**src/rtl/alu_pkg.sv**
```systemverilog
package alu_pkg;
  typedef enum logic [1:0] {
    OP_AND  = 2'b00,
    OP_OR   = 2'b01,
    OP_ARITH = 2'b10,
    OP_ZERO = 2'b11
  } alu_op_e;
endpackage

```
**src/rtl/alu_slice.sv**
```systemverilog
module alu_slice
  import alu_pkg::*;
(
  input  logic    a_i,
  input  logic    b_i,
  input  logic    cin_i,
  input  logic    b_inv_i,
  input  alu_op_e op_i,
  output logic    res_o,
  output logic    cout_o
);
  logic b_eff, prop, gen, sum;

  // xor acts as a programmable inverter
  assign b_eff  = b_i ^ b_inv_i;
  assign prop   = a_i ^ b_eff;
  assign gen    = a_i & b_eff;
  assign sum    = prop ^ cin_i;
  assign cout_o = gen | (prop & cin_i);

  always_comb begin
    unique case (op_i)
      OP_AND:   res_o = a_i & b_eff;
      OP_OR:    res_o = a_i | b_eff;
      OP_ARITH: res_o = sum;
      default:  res_o = 1'b0;
    endcase
  end
endmodule

```
**src/rtl/alu_flags.sv**
```systemverilog
module alu_flags
  import alu_pkg::*;
(
  input  alu_op_e op_i,
  input  logic    c_into_msb_i,
  input  logic    c_out_msb_i,
  output logic    carry_o,
  output logic    overflow_o
);
  logic arith;
  assign arith      = (op_i == OP_ARITH);
  assign carry_o    = arith & c_out_msb_i;
  assign overflow_o = arith & (c_into_msb_i ^ c_out_msb_i);
endmodule

```
**src/rtl/bitslice_alu.sv**
```systemverilog
module bitslice_alu
  import alu_pkg::*;
#(
  parameter int W = 32
) (
  input  logic [W-1:0] a_i,
  input  logic [W-1:0] b_i,
  input  logic [1:0]   op_i,
  input  logic         b_inv_i,
  output logic [W-1:0] result_o,
  output logic         carry_o,
  output logic         overflow_o
);
  localparam int MSB = W - 1;

  alu_op_e    op;
  logic [W:0] carry_c;

  assign op         = alu_op_e'(op_i);
  assign carry_c[0] = b_inv_i;

  for (genvar i = 0; i < W; i++) begin : g_slice
    alu_slice u_slice (
      .a_i    (a_i[i]),
      .b_i    (b_i[i]),
      .cin_i  (carry_c[i]),
      .b_inv_i(b_inv_i),
      .op_i   (op),
      .res_o  (result_o[i]),
      .cout_o (carry_c[i+1])
    );
  end

  alu_flags u_flags (
    .op_i        (op),
    .c_into_msb_i(carry_c[MSB]),
    .c_out_msb_i (carry_c[W]),
    .carry_o     (carry_o),
    .overflow_o  (overflow_o)
  );
endmodule

```
**config.mk**
```make
export PLATFORM = sky130hd
export DESIGN_NAME = bitslice_alu
export DESIGN_NICKNAME = d
export VERILOG_FILES = /design/src/rtl/alu_pkg.sv /design/src/rtl/alu_slice.sv /design/src/rtl/alu_flags.sv /design/src/rtl/bitslice_alu.sv
export SDC_FILE = /design/constraint.sdc
export NUM_CORES = 1
export LEC_CHECK = 0
export BUFFER_PORTS_ARGS = -buffer_cell sky130_fd_sc_hd__buf_4
export CORE_MARGIN = 4
export CORE_UTILIZATION = 33
export DETAILED_ROUTE_END_ITERATION = 8
export GPL_TIMING_DRIVEN = 0
export PLACE_DENSITY = 0.56
export SLEW_MARGIN = 15
export SYNTH_ARGS = -nofsm -noshare
export SYNTH_HDL_FRONTEND = slang
export SYNTH_HIERARCHICAL = 1
export SYNTH_SLANG_ARGS = --single-unit
```
**constraint.sdc**
```tcl
create_clock -name vclk -period 39.5
set_clock_uncertainty 0.1 [all_clocks]
set_input_delay 7.9 -clock vclk [all_inputs]
set_output_delay 7.9 -clock vclk [all_outputs]
set_load 0.01 [all_outputs]
```
==> metrics.md <==
| Metric | Value |
|---|---|
| FF+latch count | 0 |
| Mapped Area | 3030 um2 |
| Initial antenna violation count | 0 |
| Synthesis Warnings | 6 |
| Die Height | 104 um |
| Hold Crit Class | input pin to primary output |
| P per Cell Area | 13.0 nW/um2 |
| Core outline area | 8850 um2 |
| Highest achievable clock rate | 0.0305 GHz |
| Hold Vio Cnt, Final | 0 |
| CP max stage delay | 460 ps |
| Fin worst setup slack | 6710 ps |
| CP Max Fanout | 33 |
| Worst path arrival time | 24790 ps |
| Leak | 2.31 nW |
| Status | completed |
| Antenna Nets Post-Route | 0 |
| CP endpoint | result_o[31] |
| Postcts setup bufs | 0 |
| Layout cells sized above 1 | 0.211 |
| DRT iter0 DRCs | 27 |
| Vias per Instance | 4.33 |
| Most used cell, CP | inv_1 |
| CP Capture Type | primary output |
| Rel. slew slack | 0.496 |
| Row count | 34 |
| Vias | 2581 |
| CP required | 31500 ps |
| I/O Buffers | 101 |
| Cts repair resizes | 0 |
| Post-Syn Instances | 387 |
| Peak supply drop | 6.27 uV |
| Final min period | 32790 ps |
| DR WL/cell | 10.1 um |
| MaxCap Viol Count | 0 |
| Tot GR Track Use | 0.111 |
| Grt ovf | 0 |
| Ant diodes | 0 |
| Avg Inst Size Synth | 7.84 um2 |
| Syn Nets | 550 |
| Final setup viols | 0 |
| # DRC | 0 |
| Total Neg Setup Slack | 0 ps |
| Post-cts hold buffer count | 0 |
| Hpwl dp | 4810 um |
| Placer Congestion | 0.740 |
| Initial core utilization | 0.343 |
| DIE AREA | 10800 um2 |
| Unrepaired setup endpoints after global routing | no |
| Routed wire length | 6030 um |
| IO Count | 101 |
| Pin count of the biggest net entering global routing | 99 |
| Setup CP Type | input pin to primary output |
| Seq/Total Area, Yosys | 0 |
| Distinct cell type count after synthesis | 11 |
| First-pass GRT wire length | 10800 um |
| Placed Area | 3930 um2 |
| CLK BUF | 0 |
| Final Cell Area | 3930 um2 |
| Crit start category | input pin |
| Area growth from synthesis to layout | 29.4% |
| Vias in the first global route | 2510 |
| Critical-path top delay cell | buf_4 |
| Setup Slack @ Placement | 6490 ps |
| Final-layout fill cell count | 930 |
| Setup crit start | b_inv_i |
| Max-slew violations | 0 |
| Die width | 104 um |
| Register area | 0 um2 |
| Final critical-path share of the clock period | 0.830 |
| Pre-antenna DRT Iters | 4 |
| Nets | 653 |
| Least-Margin Pin Slew | 755 ps |
-- Yosys cell counts --
cell type,number,area (um2)
nor3b_2,1,12.5
fa_1,32,641
inv_1,128,480
xor2_1,32,280
nand2b_1,32,200
nor2_1,32,120
and2_1,32,200
and3b_2,1,10.0
ha_1,64,801
o32ai_1,32,280
xnor2_1,1,8.76
-- report_power, final --
part | internal (mW) | leakage, nW | total [mW] | switching [mW]
Combinational | 0.0247 | 2.31 | 0.0511 | 0.0264
Clock | 0 | 0 | 0 | 0
Sequential | 0 | 0 | 0 | 0
Total | 0.0247 | 2.31 | 0.0511 | 0.0264
-- final cells by class --
cell class	instances	area, um2	share of cell area
inverter	128	480	0.122
tap	108	135	0.0344
multi-input combinational	259	2550	0.650
timing repair buffer	101	758	0.193
-- worst min-delay path by stage --
stage,startpoint,cells after the start,slack (ps),end
final,a_i[16],5,16250,result_o[16]
after global routing,a_i[12],5,16300,result_o[12]
after CTS,a_i[16],5,16260,result_o[16]
after detailed placement,a_i[16],5,16260,result_o[16]
after global placement,a_i[16],5,16250,result_o[16]
after floorplan,op_i[0],1,15730,overflow_o
-- placed cells by master, fill, tap and decap left out --
cell / count
buf_4: 101
xor2_1: 32
nand2b_1: 32
o32ai_1: 32
ha_1: 64
xnor2_1: 1
inv_1: 128
and3b_2: 1
nor2_1: 32
nor3b_2: 1
and2_1: 32
fa_1: 32
-- cells by family after synthesis --
group	count (synthesis)	synth area share
AO/OA/AOI/OAI	32	0.0924
buffers and inverters	128	0.158
XOR/XNOR	33	0.0953
AND/OR/NAND/NOR	98	0.179
adder cells (fa/ha/maj)	96	0.475
-- worst max-delay path: cells and delay by family --
family | cells | cell delay (ps)
and+or+nand+nor | 1 | 160
buffers and inverters | 65 | 4110
AOI/OAI and AO/OA | 1 | 240
adders and majority gates | 32 | 12170
xor gates and xnor gates | 1 | 240
-- layer usage --
metal / global-route usage / vias up / share of wire / wire length [um]
li1: - / 1335 / - / -
met2: 0.206 / 53 / 0.51 / 3060
met5: 0 / - / 0 / 0
met1: 0.146 / 1193 / 0.44 / 2670
met3: 0.0137 / 0 / 0.048 / 292
met4: 0 / 0 / 0 / 0
-- metrics by stage --
step / total power, mW / hold slack, ps / utilization / std cells
finish: 0.0511 / 16250 / 0.444 / 596
global placement: 0.0508 / 16250 / 0.444 / 596
floorplan: 0.0311 / 15730 / - / 387
CTS: 0.0526 / 16260 / 0.444 / 596
global route: 0.0601 / 16300 / 0.444 / 596
detailed placement: 0.0524 / 16260 / 0.444 / 596
Note: power is estimated with default switching activity, not from simulation.
